**src/rtl/pit_pkg.sv**
```systemverilog
package pit_pkg;
    localparam int CNT_W  = 16;
    localparam int BYTE_W = 8;

    typedef enum logic [1:0] {
        ACC_SNAP = 2'b00,
        ACC_LO   = 2'b01,
        ACC_HI   = 2'b10,
        ACC_WORD = 2'b11
    } acc_e;

    localparam logic [2:0] MODE_TC   = 3'd0;
    localparam logic [2:0] MODE_RATE = 3'd2;
    localparam logic [2:0] MODE_SQ   = 3'd3;

    typedef struct packed {
        acc_e              acc;
        logic [2:0]        mode;
        logic              bcd;
        logic              ptr;
        logic              armed;
        logic [BYTE_W-1:0] stage;
        logic [CNT_W-1:0]  reload;
        logic [CNT_W-1:0]  count;
        logic              held;
        logic [CNT_W-1:0]  hold_val;
        logic              out;
    } chan_st_t;
endpackage

```
**src/rtl/pit_bus_decode.sv**
```systemverilog
module pit_bus_decode #(
    parameter int NCH    = 3,
    parameter int ADDR_W = 2
) (
    input  logic              wr,
    input  logic              rd,
    input  logic [ADDR_W-1:0] addr,
    input  logic [3:0]        ctl_hi,
    output logic [NCH-1:0]    cfg_wr,
    output logic [NCH-1:0]    snap,
    output logic [NCH-1:0]    data_wr,
    output logic [NCH-1:0]    data_rd
);
    localparam logic [ADDR_W-1:0] CTRL_ADDR = ADDR_W'(NCH);

    logic ctrl_hit;
    assign ctrl_hit = wr && (addr == CTRL_ADDR);

    for (genvar i = 0; i < NCH; i++) begin : g_dec
        logic sel_hit;
        assign sel_hit    = ctrl_hit && (ctl_hi[3:2] == 2'(i));
        assign cfg_wr[i]  = sel_hit && (ctl_hi[1:0] != 2'b00);
        assign snap[i]    = sel_hit && (ctl_hi[1:0] == 2'b00);
        assign data_wr[i] = wr && (addr == ADDR_W'(i));
        assign data_rd[i] = rd && (addr == ADDR_W'(i));
    end
endmodule

```
**src/rtl/pit_channel.sv**
```systemverilog
module pit_channel
    import pit_pkg::*;
(
    input  logic              clk,
    input  logic              rst_n,
    input  logic              cfg_wr,
    input  logic              snap,
    input  logic [1:0]        cfg_acc,
    input  logic [2:0]        cfg_mode,
    input  logic              cfg_bcd,
    input  logic              data_wr,
    input  logic              data_rd,
    input  logic [BYTE_W-1:0] wdata,
    input  logic              ce,
    input  logic              gate,
    output logic [BYTE_W-1:0] rdata,
    output logic              out
);
    chan_st_t st_d, st_q;
    logic             tick;
    logic             load_done;
    logic [CNT_W-1:0] new_cnt;
    logic [CNT_W-1:0] view;
    logic [CNT_W-1:0] rate_nxt;

    always_comb begin
        st_d      = st_q;
        load_done = 1'b0;
        new_cnt   = '0;
        tick      = st_q.armed && ce && gate;
        rate_nxt  = (st_q.count == CNT_W'(1)) ? st_q.reload : st_q.count - CNT_W'(1);

        if (tick) begin
            unique case (st_q.mode)
                MODE_TC: begin
                    st_d.count = st_q.count - CNT_W'(1);
                    if (st_q.count == CNT_W'(1)) st_d.out = 1'b1;
                end
                MODE_RATE: begin
                    st_d.count = rate_nxt;
                    st_d.out   = (rate_nxt != CNT_W'(1));
                end
                MODE_SQ: begin
                    if (st_q.count == CNT_W'(2)) begin
                        st_d.count = st_q.reload & ~CNT_W'(1);
                        st_d.out   = ~st_q.out;
                    end else begin
                        st_d.count = st_q.count - CNT_W'(2);
                    end
                end
                default: ;
            endcase
        end

        if (snap && !st_q.held) begin
            st_d.held     = 1'b1;
            st_d.hold_val = st_q.count;
        end

        if (data_wr) begin
            unique case (st_q.acc)
                ACC_LO: begin new_cnt = {8'h00, wdata}; load_done = 1'b1; end
                ACC_HI: begin new_cnt = {wdata, 8'h00}; load_done = 1'b1; end
                ACC_WORD: begin
                    if (!st_q.ptr) begin
                        st_d.stage = wdata;
                        st_d.ptr   = 1'b1;
                    end else begin
                        new_cnt   = {wdata, st_q.stage};
                        st_d.ptr  = 1'b0;
                        load_done = 1'b1;
                    end
                end
                default: ;
            endcase
            if (load_done) begin
                st_d.reload = new_cnt;
                st_d.armed  = 1'b1;
                st_d.count  = (st_q.mode == MODE_SQ) ? (new_cnt & ~CNT_W'(1)) : new_cnt;
                st_d.out    = (st_q.mode != MODE_TC);
            end
        end

        if (data_rd) begin
            if (st_q.acc == ACC_WORD) st_d.ptr = ~st_q.ptr;
            if (st_q.acc != ACC_WORD || st_q.ptr) st_d.held = 1'b0;
        end

        if (cfg_wr) begin
            st_d.acc   = acc_e'(cfg_acc);
            st_d.mode  = cfg_mode;
            st_d.bcd   = cfg_bcd;
            st_d.ptr   = 1'b0;
            st_d.armed = 1'b0;
            st_d.count = st_q.count;
            st_d.out   = (cfg_mode != MODE_TC);
        end
    end

    always_ff @(posedge clk) begin
        if (!rst_n) begin
            st_q     <= '0;
            st_q.acc <= ACC_WORD;
        end else begin
            st_q <= st_d;
        end
    end

    always_comb begin
        view = st_q.held ? st_q.hold_val : st_q.count;
        unique case (st_q.acc)
            ACC_HI:   rdata = view[15:8];
            ACC_WORD: rdata = st_q.ptr ? view[15:8] : view[7:0];
            default:  rdata = view[7:0];
        endcase
    end

    assign out = st_q.out;


    mode0_out_sticky_chk: assert property (@(posedge clk) disable iff (!rst_n)
        (st_q.mode == MODE_TC && st_q.out && !cfg_wr && !data_wr) |=> st_q.out);


    no_tick_no_move_chk: assert property (@(posedge clk) disable iff (!rst_n)
        (!(ce && gate) && !data_wr) |=> $stable(st_q.count));


    hold_frozen_chk: assert property (@(posedge clk) disable iff (!rst_n)
        (st_q.held && !data_rd) |=> (st_q.held && $stable(st_q.hold_val)));


    ptr_word_only_chk: assert property (@(posedge clk) disable iff (!rst_n)
        (st_q.acc != ACC_WORD) |-> !st_q.ptr);
endmodule

```
**src/rtl/pit3_timer.sv**
```systemverilog
module pit3_timer
    import pit_pkg::*;
#(
    parameter int NCH    = 3,
    parameter int ADDR_W = 2
) (
    input  logic              clk,
    input  logic              rst_n,
    input  logic [ADDR_W-1:0] bus_addr,
    input  logic [7:0]        bus_wdata,
    input  logic              bus_wr,
    input  logic              bus_rd,
    output logic [7:0]        bus_rdata,
    input  logic [NCH-1:0]    chan_ce,
    input  logic [NCH-1:0]    chan_gate,
    output logic [NCH-1:0]    chan_out
);
    logic [NCH-1:0] cfg_wr_v, snap_v, data_wr_v, data_rd_v;
    logic [7:0]     ch_rdata [NCH];

    pit_bus_decode #(.NCH(NCH), .ADDR_W(ADDR_W)) u_dec (
        .wr      (bus_wr),
        .rd      (bus_rd),
        .addr    (bus_addr),
        .ctl_hi  (bus_wdata[7:4]),
        .cfg_wr  (cfg_wr_v),
        .snap    (snap_v),
        .data_wr (data_wr_v),
        .data_rd (data_rd_v)
    );

    for (genvar i = 0; i < NCH; i++) begin : g_ch
        pit_channel u_ch (
            .clk      (clk),
            .rst_n    (rst_n),
            .cfg_wr   (cfg_wr_v[i]),
            .snap     (snap_v[i]),
            .cfg_acc  (bus_wdata[5:4]),
            .cfg_mode (bus_wdata[3:1]),
            .cfg_bcd  (bus_wdata[0]),
            .data_wr  (data_wr_v[i]),
            .data_rd  (data_rd_v[i]),
            .wdata    (bus_wdata),
            .ce       (chan_ce[i]),
            .gate     (chan_gate[i]),
            .rdata    (ch_rdata[i]),
            .out      (chan_out[i])
        );
    end

    always_comb begin
        bus_rdata = 8'h00;
        for (int i = 0; i < NCH; i++) begin
            if (bus_addr == ADDR_W'(i)) bus_rdata = ch_rdata[i];
        end
    end


    one_ctrl_target_chk: assert property (@(posedge clk) disable iff (!rst_n)
        $onehot0(cfg_wr_v | snap_v));
endmodule

```
**config.mk**
```make
export PLATFORM = sky130hd
export DESIGN_NAME = pit3_timer
export DESIGN_NICKNAME = d
export VERILOG_FILES = /design/src/rtl/pit_pkg.sv /design/src/rtl/pit_bus_decode.sv /design/src/rtl/pit_channel.sv /design/src/rtl/pit3_timer.sv
export SDC_FILE = /design/constraint.sdc
export NUM_CORES = 1
export LEC_CHECK = 0
export CORE_MARGIN = 2
export CORE_UTILIZATION = 35
export CTS_CLUSTER_DIAMETER = 200
export DETAILED_ROUTE_END_ITERATION = 8
export MAX_ROUTING_LAYER = met4
export PLACE_DENSITY = 0.6
export SLEW_MARGIN = 20
export SYNTH_ARGS = -nofsm -noshare
export SYNTH_HDL_FRONTEND = slang
export SYNTH_SLANG_ARGS = --single-unit
```
**constraint.sdc**
```tcl
create_clock -name clk -period 2.9 [get_ports clk]
set_input_delay 0.87 -clock clk [delete_from_list [all_inputs] [get_ports clk]]
set_output_delay 0.87 -clock clk [all_outputs]
set_load 0.01 [all_outputs]
```
==> results of run 1 <==
metal layers:
| layer | part of all wire | GRT usage | vias up |
|---|---|---|---|
| li1 | - | - | 6321 |
| met1 | 0.47 | 0.349 | 6353 |
| met2 | 0.44 | 0.376 | 470 |
| met3 | 0.071 | 0.0465 | 70 |
| met4 | 0.026 | 0.0771 | 0 |
| met5 | 0 | - | - |
area by class of cell:
class | count | area (µm²) | area share
Multi-Input combinational cell | 1278 | 8590 | 0.533
Clock inverter | 15 | 171 | 0.0106
Clock buffer | 17 | 425 | 0.0264
Inverter | 33 | 124 | 0.00769
Timing Repair Buffer | 284 | 2290 | 0.142
Sequential cell | 195 | 3920 | 0.243
Tap cell | 468 | 586 | 0.0364
Antenna cell | 1 | 2.50 | 0.000155
power breakdown:
part	internal [µW]	total, µW	switching, µW
Clock	1230	2420	1190
Sequential	2710	2750	39.2
Combinational	451	1040	591
registers in the layout (all words and copies together), names as in the netlist:
| name | flops |
|---|---|
| g_ch.u_ch.st_q | 192 |
| g_ch.u_ch.out | 3 |
cell families (layout without fill, tap and decap cells):
kind of cell	Yosys count	after routing	synth area share
fa+ha+maj	33	33	0.0317
simple gates	609	609	0.235
buf+inv	179	349	0.0565
compound gates	463	463	0.250
flops	195	195	0.300
xor+xnor	67	67	0.0451
other cells	0	1	0
mux	106	106	0.0816
placed cells by master (no fill, tap or decap), types with 10 or more instances in the layout:
| cell type | Yosys | layout |
|---|---|---|
| dfxtp_1 | 195 | 189 |
| clkbuf_16 | 0 | 17 |
| clkdlybuf4s50_1 | 0 | 19 |
| xor2_1 | 33 | 33 |
| o211ai_1 | 37 | 37 |
| o22ai_1 | 24 | 17 |
| nand2_1 | 233 | 233 |
| buf_4 | 5 | 241 |
| a22oi_1 | 25 | 25 |
| o21ai_0 | 79 | 68 |
| nor3_1 | 36 | 35 |
| nand4_1 | 13 | 13 |
| inv_1 | 33 | 30 |
| a31oi_1 | 23 | 23 |
| nand3_1 | 39 | 39 |
| a211oi_1 | 13 | 13 |
| xnor2_1 | 34 | 34 |
| ha_1 | 33 | 28 |
| o221ai_1 | 16 | 11 |
| or4_1 | 10 | 10 |
| nor4_1 | 19 | 19 |
| nor2_1 | 111 | 110 |
| mux2i_1 | 106 | 104 |
| a221o_1 | 14 | 14 |
| a21oi_1 | 65 | 58 |
| nor2b_1 | 66 | 65 |
| a21boi_0 | 67 | 67 |
| o21ai_1 | 7 | 17 |
worst max-delay path: cells and delay by family, from the launching register on:
| kind | cells | cell delay (ns) |
|---|---|---|
| buffers and inverters | 4 | 0.43 |
| flip-flops | 1 | 0.39 |
| adder cells (fa/ha/maj) | 1 | 0.19 |
| AO/OA/AOI/OAI | 3 | 0.57 |
timing repair:
item | in CTS | in global routing
pin swaps | 11 | 3
setup endpoints to repair | 8 | 10
setup buffers | 1 | 0
resized for setup | 85 | 19
hold endpoints to repair | 0 | 0
worst max-delay path by stage:
stage | start | to | slack [ns] | cells after the start
2_1_floorplan | bus_addr[1] | bus_rdata[6] | 0.15 | 5
3_3_place_gp | bus_addr[0] | bus_rdata[5] | -0.78 | 6
3_5_place_dp | bus_addr[0] | bus_rdata[5] | -0.77 | 6
4_1_cts | g_ch[0].u_ch.st_q[65]$_SDFFE_PN1P_ | bus_rdata[5] | -0.02 | 10
5_1_grt | g_ch[0].u_ch.st_q[64]$_SDFFE_PN1P_ | bus_rdata[0] | -0.07 | 8
6_report | g_ch[1].u_ch.st_q[64]$_SDFFE_PN1P_ | bus_rdata[5] | 0.004 | 8
stage by stage:
| step | setup TNS [ns] | hold WS (ns) | setup slack [ns] |
|---|---|---|---|
| 3_3_place_gp | -16.28 | 0.449 | -0.781 |
| 4_1_cts | -0.0209 | 0.466 | -0.0209 |
| 3_5_place_dp | -16.91 | 0.456 | -0.771 |
| 5_1_grt | -0.181 | 0.487 | -0.0680 |
| 2_1_floorplan | 0 | 0.433 | 0.150 |
| 6_report | 0 | 0.464 | 0.00352 |
==> results.md, run 1 <==
* Via count at about 13k
* R2R Setup Slk at between 0.15 and 0.2 ns
* Die width at roughly 200 µm
* TritonCTS clock tree: done
* Worst Setup End Kind: output port
* Layout area overhead at 23.8%
* Initial Util at 0.355
* GRT Residual Overflow at 0
* Detail Placement HPWL at around 36 mm
* Synthesized net count at 1705
* FFs w/ async S/R, synth at 0
* WL/cell at slightly above 20 µm
* Core area at between 30000 and 40000 µm²
* Synth cell types at 90
* # fillers at ~3.7k
* Synth Instances at between 1.5k and 2k
* Relative slew slack at 0.600
* Yosys top cell by area: dfxtp_1
* Power Total at between 6000 and 7000 µW
* Reg2reg start: g_ch[0].u_ch.st_q[20]$_SDFFE_PN0N_
* Ys flop type: dfxtp_1
* WP data required at 2.03 ns
* Fin nets at about 1.9k
* Setup Crit Path Kind: register to output port
* Final std cells w/o fill at around 2.3k
* Reg clk slew, reported paths at 0.08 ns
* Design Area, Final at approximately 16000 µm²
* Gpl congestion at roughly 0.94
* Dpl cell area at 15300 µm²
* First-pass GRT wire length at roughly 74 mm
* Crit share post-route at 0.999
* Routed wire length at 47.3 mm
* Syn_area_per_cell at between 7 and 8 µm²
* Initial antenna violation count at 1
* Post-Route Utilization at 0.440
* Top cells by count, synth: 233 x nand2_1, 195 x dfxtp_1, 111 x nor2_1
* Clk buf depth at 2
* Vias per Instance at ~5.8
* Post-Syn Area at around 13000 µm²
* Slowest-stage cell, CP: dfxtp_4
* H-tree levels at 4
* Max-cap violations at 0
* Worst setup SP type: register
* Num Clock Sinks at slightly below 200
* P_leak at approximately 0.0062 µW
* R2R Path End: g_ch[0].u_ch.out$_SDFF_PN0_
* Clk_lat worst skew at approximately 0.45 ns
* CTS root buf: clkbuf_16
* Cell Pwr Density at between 300 and 400 nW/µm²
* HP Class: register to register
* Status: completed
* Worst clock skew at roughly 0.013 ns
* Die footprint at 38700 µm²
* Crit-path cells: inv_2 -> ha_2 -> inv_1 -> o21ai_1 -> buf_6 -> o22a_1 -> a21oi_2 -> buf_2
* Dpl cells at ~2.3k
* WP data arrival at 2.03 ns
* Final Slew Violations at 0
* Largest stage delay, worst path at about 0.39 ns
* Number of global-route vias before repair at 12.7k
* Yosys reg bits at between 150 and 200
* Hold_buf cts at 0
* Largest net degree at the start of global routing at between 50 and 60
* Largest cells by area after synthesis: dfxtp_1 30%, mux2i_1 8.2%, nand2_1 6.7%, a21boi_0 3.9%, nor2_1 3.2%
* Fmax at between 300 and 400 MHz
* PortBufs at 30
* Hold depth at 2
* RSZ-0062 raised after global routing: yes
* Routed Antenna Nets at 0
* Residual DRC at 0
* Share of the synthesized area in the top cell type at 0.300
* Num CTS Buffers at 17
* Hold Path End: g_ch[1].u_ch.st_q[55]$_SDFFE_PN0P_
* VDD IR max at 0.410 mV
* Ports at 31
* Die Span Y at approximately 200 µm
* Fin. Hold Viols at 0
* Worst-Margin Slew at slightly below 0.6 ns
* Worst Path Max Fanout at 8
* EDFF count, synth at 0
* Minimum clock period at 2.90 ns
* Setup violations, final at 0
* Worst hold start: g_ch[1].u_ch.st_q[55]$_SDFFE_PN0P_
* Cell with the most instances after synthesis: nand2_1
* Share of layout cells above drive strength 1 at 0.204
* Sequential area share after synthesis at 0.300
* TritonRoute pass-1 iters at 6
* DR iter-0 viols at roughly 1.2k
* Worst Reg-to-Reg Cells at 9
* Yosys warnings at 0
* Rows at 70
* All-Layer GR Usage at 0.253
No activity file was read; power rests on OpenSTA's default activity.
==> inputs of run 2 (changes only) <==
--- a/config.mk
+++ b/config.mk
@@ -5,6 +5,7 @@
 export SDC_FILE = /design/constraint.sdc
 export NUM_CORES = 1
 export LEC_CHECK = 0
+export CAP_MARGIN = 20
 export CORE_MARGIN = 2
 export CORE_UTILIZATION = 35
 export CTS_CLUSTER_DIAMETER = 200
==> results of run 2 <==
No change in the layout: final DEF, timing and power equal those of run 1.
